[config.mk]
export PLATFORM = sky130hd
export DESIGN_NAME = baud_tick_gen
export DESIGN_NICKNAME = d
export VERILOG_FILES = /design/src/rtl/baud_tick_pkg.sv /design/src/rtl/baud_line_sync.sv /design/src/rtl/baud_tick_ctrl.sv /design/src/rtl/baud_tick_dpath.sv /design/src/rtl/baud_tick_gen.sv
export SDC_FILE = /design/constraint.sdc
export NUM_CORES = 1
export LEC_CHECK = 0
export CAP_MARGIN = 20
export CELL_PAD_IN_SITES_DETAIL_PLACEMENT = 0
export CELL_PAD_IN_SITES_GLOBAL_PLACEMENT = 1
export CORE_AREA = 4 4 41 43
export CTS_CLUSTER_DIAMETER = 50
export CTS_CLUSTER_SIZE = 20
export DETAILED_ROUTE_END_ITERATION = 10
export DIE_AREA = 0 0 45 47
export PLACE_DENSITY_LB_ADDON = 0.1
export SETUP_SLACK_MARGIN = 0.1
export SLEW_MARGIN = 20
export SYNTH_ARGS = -nofsm -noshare
export SYNTH_HDL_FRONTEND = slang
export SYNTH_SLANG_ARGS = --single-unit
[constraint.sdc]
create_clock -name clk -period 1.7 [get_ports clk]
set_clock_uncertainty 0.2 [all_clocks]
set_input_delay 0.34 -clock clk [delete_from_list [all_inputs] [get_ports clk]]
set_output_delay 0.34 -clock clk [all_outputs]
set_load 0.01 [all_outputs]
[src/rtl/baud_tick_pkg.sv]
package baud_tick_pkg;

  // Strobes from the control decision to the divider datapath
  typedef struct packed {
    logic preset;    // load the half-period value
    logic wrap;      // terminal count reached, return to zero
    logic advance;   // ordinary increment
    logic fireTick;  // issue the baud tick
    logic fireHalf;  // issue the half-period strobe
  } baudCtl_t;

endpackage

[src/rtl/baud_line_sync.sv]
module baud_line_sync #(
  parameter int STAGES = 2
) (
  input  logic clk,
  input  logic rstN,
  input  logic rawLine,
  output logic syncLine
);

  logic [STAGES-1:0] stageQ;

  // Reset to the idle (high) level so no false start appears after reset
  always_ff @(posedge clk or negedge rstN) begin
    if (!rstN) begin
      stageQ <= '1;
    end else begin
      stageQ <= {stageQ[STAGES-2:0], rawLine};
    end
  end

  assign syncLine = stageQ[STAGES-1];

endmodule

[src/rtl/baud_tick_ctrl.sv]
module baud_tick_ctrl
  import baud_tick_pkg::*;
(
  input  logic     clearReq,
  input  logic     lineSync,
  input  logic     atTerminal,
  input  logic     atHalfPrev,
  output baudCtl_t ctl
);

  logic realign;

  always_comb begin
    // Realignment needs the receiver idle and a start level on the line
    realign      = clearReq & ~lineSync;
    ctl.preset   = realign;
    ctl.wrap     = ~realign & atTerminal;
    ctl.advance  = ~realign & ~atTerminal;
    ctl.fireTick = ~realign & atTerminal;
    ctl.fireHalf = ~realign & atHalfPrev;
  end

endmodule

[src/rtl/baud_tick_dpath.sv]
module baud_tick_dpath
  import baud_tick_pkg::*;
#(
  parameter int DIVISOR = 16,
  parameter bit HALF_EN = 1'b1
) (
  input  logic     clk,
  input  logic     rstN,
  input  baudCtl_t ctl,
  output logic     atTerminal,
  output logic     atHalfPrev,
  output logic     baudTick,
  output logic     halfTick
);

  localparam int CNT_W = $clog2(DIVISOR);
  localparam int HALF  = DIVISOR / 2;

  logic [CNT_W-1:0] phaseCnt;
  logic             tickQ;

  assign atTerminal = (phaseCnt == CNT_W'(DIVISOR - 1));
  assign atHalfPrev = (phaseCnt == CNT_W'(HALF - 1));

  always_ff @(posedge clk or negedge rstN) begin
    if (!rstN) begin
      phaseCnt <= '0;
    end else if (ctl.preset) begin
      phaseCnt <= CNT_W'(HALF);
    end else if (ctl.wrap) begin
      phaseCnt <= '0;
    end else if (ctl.advance) begin
      phaseCnt <= phaseCnt + 1'b1;
    end
  end

  always_ff @(posedge clk or negedge rstN) begin
    if (!rstN) begin
      tickQ <= 1'b0;
    end else begin
      tickQ <= ctl.fireTick;
    end
  end

  assign baudTick = tickQ;

  generate
    if (HALF_EN) begin : g_half
      logic halfQ;
      always_ff @(posedge clk or negedge rstN) begin
        if (!rstN) begin
          halfQ <= 1'b0;
        end else begin
          halfQ <= ctl.fireHalf;
        end
      end
      assign halfTick = halfQ;
    end else begin : g_noHalf
      assign halfTick = 1'b0;
    end
  endgenerate

endmodule

[src/rtl/baud_tick_gen.sv]
module baud_tick_gen
  import baud_tick_pkg::*;
#(
  parameter int DIVISOR     = 16,
  parameter int SYNC_STAGES = 2,
  parameter bit HALF_EN     = 1'b1
) (
  input  logic clk,
  input  logic rstN,
  input  logic clearReq,
  input  logic rxLine,
  output logic baudTick,
  output logic halfTick
);

  logic     rxSync;
  logic     atTerminal;
  logic     atHalfPrev;
  baudCtl_t ctl;

  baud_line_sync #(.STAGES(SYNC_STAGES)) u_sync (
    .clk      (clk),
    .rstN     (rstN),
    .rawLine  (rxLine),
    .syncLine (rxSync)
  );

  baud_tick_ctrl u_ctrl (
    .clearReq   (clearReq),
    .lineSync   (rxSync),
    .atTerminal (atTerminal),
    .atHalfPrev (atHalfPrev),
    .ctl        (ctl)
  );

  baud_tick_dpath #(.DIVISOR(DIVISOR), .HALF_EN(HALF_EN)) u_dpath (
    .clk        (clk),
    .rstN       (rstN),
    .ctl        (ctl),
    .atTerminal (atTerminal),
    .atHalfPrev (atHalfPrev),
    .baudTick   (baudTick),
    .halfTick   (halfTick)
  );

endmodule

* Word level (Yosys, flattened, before mapping)
Index checks and enable logic that the tools add are counted.
** Storage, ports and cells
- Logic and storage cells :: 18
- Bits in registers :: 8
- Output and inout port bits :: 2
- Input port bits :: 4
** Cells by class
- Reduce and logical (&&, ||, !) cells :: 1
- Mux-type cells :: 3
- Bitwise gates (word level) :: 7
- Equal/unequal tests :: 2
- Add/sub/neg operators :: 1
** Operators by type and width (count)
- two-way mux 4 bit :: 3
- adder 4 x 1 -> 4 bit (second input constant) :: 1
- bitwise AND 1 bit :: 4
- == test 4 x 3 -> 1 bit (second input constant) :: 1
- == test 4 bit (second input constant) :: 1
- inverter 1 bit :: 3
- nonzero test 3 bit :: 1

* Depth between registers and ports, before layout
- Depth in word-level cells :: 7
- Depth in mapped cells :: 4
- Depth with buffers taken out :: 4

* Modules after synthesis
A second synthesis with hierarchy kept.
** Unflattened totals
- Cell total of the unflattened synthesis :: 29
- Area, all modules :: 349.1 sq um
** Modules (own cells, without submodules)
- baud_tick_dpath :: cells an instance 20, instances 1, area an instance 245.2 sq um
- baud_line_sync :: cells an instance 2, instances 1, area an instance 52.6 sq um
- baud_tick_ctrl :: cells an instance 7, instances 1, area an instance 51.3 sq um

* Worst setup path before layout
Ideal clock, no wire load.
- Path type :: reg2reg
- Start point :: reg u_dpath.phaseCnt[0]
- End point :: reg u_dpath.phaseCnt[0]
- Path buffers :: 0
- Path slack :: 0.535 ns
- Stages on the path, launching flop included :: 4
- Data required time :: 1.412 ns
- Arrival time :: 0.877 ns
- Setup time :: 0.088 ns
- Clock period less this slack :: 1.165 ns
- Cells stage by stage :: dfrtp_1 -> ha_1 -> nand3_1 -> nor3b_1
** Between the ends
- Word-level cells in the longest chain between the ends :: 4
** Ends and longest elaborated chain
- from (decl) :: RTL line baud_tick_dpath.sv:19 : logic [CNT_W-1:0] phaseCnt;
- from (signal assigned) :: RTL line baud_tick_dpath.sv:29 : phaseCnt <= CNT_W'(HALF);
- from (signal assigned) :: RTL line baud_tick_dpath.sv:33 : phaseCnt <= phaseCnt + 1'b1;
- adder 4 x 1 -> 4 bit or == test 4 bit (tied branches) :: RTL line baud_tick_dpath.sv:33, baud_tick_dpath.sv:22
- two-way mux 4 bit (tied with other cells) :: RTL line baud_tick_dpath.sv:32 : end else if (ctl.advance) begin
- two-way mux 4 bit or bitwise AND 1 bit (tied branches) :: RTL line baud_tick_dpath.sv:30, baud_tick_ctrl.sv:18
- two-way mux 4 bit or nonzero test 3 bit (tied branches)
Several ways; a longest one is shown, not always the timed one. The select of a mux whose other input is x is not followed.
A chain may end at the register's enable or synchronous reset.

* Worst setup path in the final report
- Start point :: reg u_dpath.g_half.halfQ, in the netlist u_dpath.halfTick
- End point :: out halfTick
** RTL lines
- from (decl) :: RTL line baud_tick_dpath.sv:49 : logic halfQ;
- from (signal assigned) :: RTL line baud_tick_dpath.sv:54 : halfQ <= ctl.fireHalf;
- to (decl) :: RTL line baud_tick_gen.sv:13 : output logic halfTick
No word-level cell between the ends.

==> key figures <==
Status
  • Status: finished, final reports clean

Worst setup path
  • Worst setup EP type: output pin
  • Crit path required time: 1.16 ns
  • Buf/Inv on CP: 1
  • CP max FO: 1
  • Critical Path Source Type: flip-flop
  • Delay of the slowest cell on the worst path: 0.35 ns
  • Critical-path cell list: dlygate4sd2_1
  • Worst Path Arrival: 0.87 ns
  • WS Path Type: reg -> out
  • CP max-delay cell: dfrtp_1
  • Kind of cell adding the most delay to the critical path: flip-flops

Placed design
  • Placed inst area: 370 µm²
  • Final GP Congestion: 0.638
  • Port Buffers: 5

Final layout
  • Synthesis-to-layout area growth: 30.7%
  • FF+latch area: 203 µm²
  • # fillers: 142
  • Nets@finish: 38
  • Multi-input gate area: 95.1 µm²
  • Layout cells sized above 1: 18.8%
  • Final Cell Area: 394 µm²
  • Ant diodes: 0

Yosys
  • Post-synthesis cell type count: 15
  • Yosys top cell by area: dfrtp_1
  • Number of enable flip-flop cells after synthesis: 0
  • Yosys reg bits: 8
  • Yosys warning count: 0
  • Cell count after synthesis: 23
  • Top cell type's share of synthesized area: 49.8%
  • Compound-Gate Fraction of Synth Area: 6.22%
  • Synth area leaders: dfrtp_1 50%, dfstp_2 17%, nor2b_4 4.6%
  • Synth top cells by count: 6 x dfrtp_1, 2 x dfstp_2, 2 x nor2_1, 2 x nor2b_1
  • Synth Area in Simple Gates: 18.3%
  • Synth Area per Inst: 13.1 µm²
  • Primary FF master, synth: dfrtp_1
  • Mux contribution to synthesized area: 0%
  • Largest family of logic cells by synthesized area: simple AND/OR/NAND/NOR gates
  • Netlist Area Pre-Place: 302 µm²
  • Count leader, synth: dfrtp_1
  • Post-synth ARST share: 100%
  • Area share of fa/ha/maj cells after synthesis: 4.15%
  • Synth Net Count: 28
  • Sequential area share after synthesis: 67.2%
  • Synth Area in XOR/XNOR: 2.90%

Timing
  • Fmax: 709 MHz
  • Worst Tran Pin Value: 0.374 ns
  • Final setup fails: 0
  • RSZ-0062 raised after global routing: no
  • Min Clock Period, post-route: 1.41 ns
  • Final setup TNS: 0 ns
  • Final-report hold violation count: 0
  • Slew margin rel.: 75.0%
  • Post-route clock period utilization: 83.0%
  • Count of pins over their slew limit: 0

Floorplan
  • DIE HEIGHT: 47 µm
  • Ports: 6
  • Core area: 1300 µm²
  • DIE AREA: 2120 µm²
  • Starting Density: 23.2%
  • Die Span X: 45 µm
  • # rows: 13

GRT
  • GRT Util Overall: 6.84%
  • First-pass GRT wire length: 883 µm
  • Vias in the first global route: 202
  • Grt ovf: 0
  • Initial antenna violation count: 0
  • Largest net degree at the start of global routing: 9

Pwr
  • Lkg Pwr: 0.000180 µW
  • Power Dens Cells: 1370 nW/µm²
  • VDD IR max: 0.293 mV

CTS
  • CTS sink count: 8
  • CTS max path bufs: 2
  • CTS clk-pin slew, worst paths: 0.06 ns
  • CTS tree: done
  • Number of buffers created by CTS: 3
  • Clk Tree Root Cell: clkbuf_4
  • H-tree depth: 1
  • Clk_lat worst skew: 0.26 ns

Detailed routing
  • Via/cell ratio: 4.04
  • Drt pass-1 iters: 1
  • Iter 0 DRT Violations: 0
  • Vias after detailed routing: 190
  • Final WL: 513 µm
  • Residual DRC: 0
  • DRT antenna net count: 0
  • Routed len/inst: 10.9 µm

Min path
  • Worst min path class: in -> async

Job
  • MaxCap Viol Count: 0
## area by class of cell
class,instances,area share [%]
sequential,8,51.4
inverter,1,0.952
multi-input combinational,14,24.1
timing repair buffer,5,12.1
tap,15,4.76
clock buffer,4,6.67
## kinds of logic after synthesis
logic type,Yosys count
AO/OA/AOI/OAI,3
adder cells (fa/ha/maj),1
flip-flops,8
XOR/XNOR,1
AND/OR/NAND/NOR,9
buffers and inverters,1
## sequential cells by signal, summed over array words and instances (netlist names)
name / count
u_dpath.halfTick: 1
u_dpath.phaseCnt: 4
u_dpath.baudTick: 1
u_sync.stageQ: 2
## layer usage
| metal | wire length (µm) | part of all wire [%] | vias up | track usage [%] |
|---|---|---|---|---|
| li1 | - | - | 94 | - |
| met1 | 244 | 48 | 91 | 7.87 |
| met2 | 231 | 45 | 5 | 7.63 |
| met3 | 37 | 7.2 | 0 | 3.83 |
| met4 | 0 | 0 | 0 | 8.77 |
| met5 | 0 | 0 | - | 0 |
## cell usage in the layout, fill, tap and decap left out
| master | netlist | final |
|---|---|---|
| xnor2_1 | 1 | 1 |
| ha_1 | 1 | 1 |
| nand3_1 | 1 | 1 |
| inv_1 | 1 | 1 |
| nor2b_1 | 2 | 2 |
| o21ai_1 | 1 | 1 |
| nor3b_1 | 1 | 1 |
| nor2b_4 | 1 | 1 |
| dfrtp_1 | 6 | 6 |
| a21oi_1 | 1 | 1 |
| dlygate4sd2_1 | 0 | 2 |
| dfstp_2 | 2 | 2 |
| nor3_1 | 1 | 1 |
| clkdlybuf4s50_1 | 0 | 3 |
| nor2_1 | 2 | 2 |
| a41oi_1 | 1 | 1 |
| clkbuf_4 | 0 | 3 |
| nand2_1 | 1 | 1 |
| clkbuf_1 | 0 | 1 |
## path summary, 6_finish.rpt
check | from | to | slack, ns | cells after the start
min reg2reg | u_sync.stageQ[0] | u_sync.stageQ[1] | 0.16 | 0
max in group asynchronous | rstN | u_sync.stageQ[1] | 0.82 | 1
max reg2reg | u_dpath.phaseCnt[0] | u_dpath.phaseCnt[0] | 0.46 | 3
min | rstN | u_dpath.phaseCnt[0] | 0.16 | 1
min in group clk | u_sync.stageQ[0] | u_sync.stageQ[1] | 0.16 | 0
max | u_dpath.halfTick | halfTick | 0.29 | 1
## timing repair
action | 4_1_cts | 5_1_grt
resized for setup | 2 | 0
hold endpoints to repair | 0 | 0
setup buffers | 0 | 0
hold buffers | 0 | 0
setup endpoints to repair | 2 | 0
## stage by stage
stage | hold slack [ns] | total power (µW) | util [%] | setup slack, ns | instances
after CTS | 0.160 | 554 | 30.3 | 0.275 | 47
after floorplan | -0.156 | 351 | - | 0.535 | 23
after global placement | 0.149 | 386 | 28.5 | 0.253 | 43
after detailed placement | 0.147 | 391 | 28.5 | 0.240 | 43
final | 0.160 | 541 | 30.3 | 0.289 | 47
after global routing | 0.161 | 598 | 30.3 | 0.256 | 47
## power by group
group	leakage, µW	switching, µW	total [µW]	internal (µW)
clock	0.0000150	68.0	158	90.0
sequential	0.0000960	42.5	280	238
combinational	0.0000695	45.8	103	57.1
No activity file was read; power rests on OpenSTA's default activity.
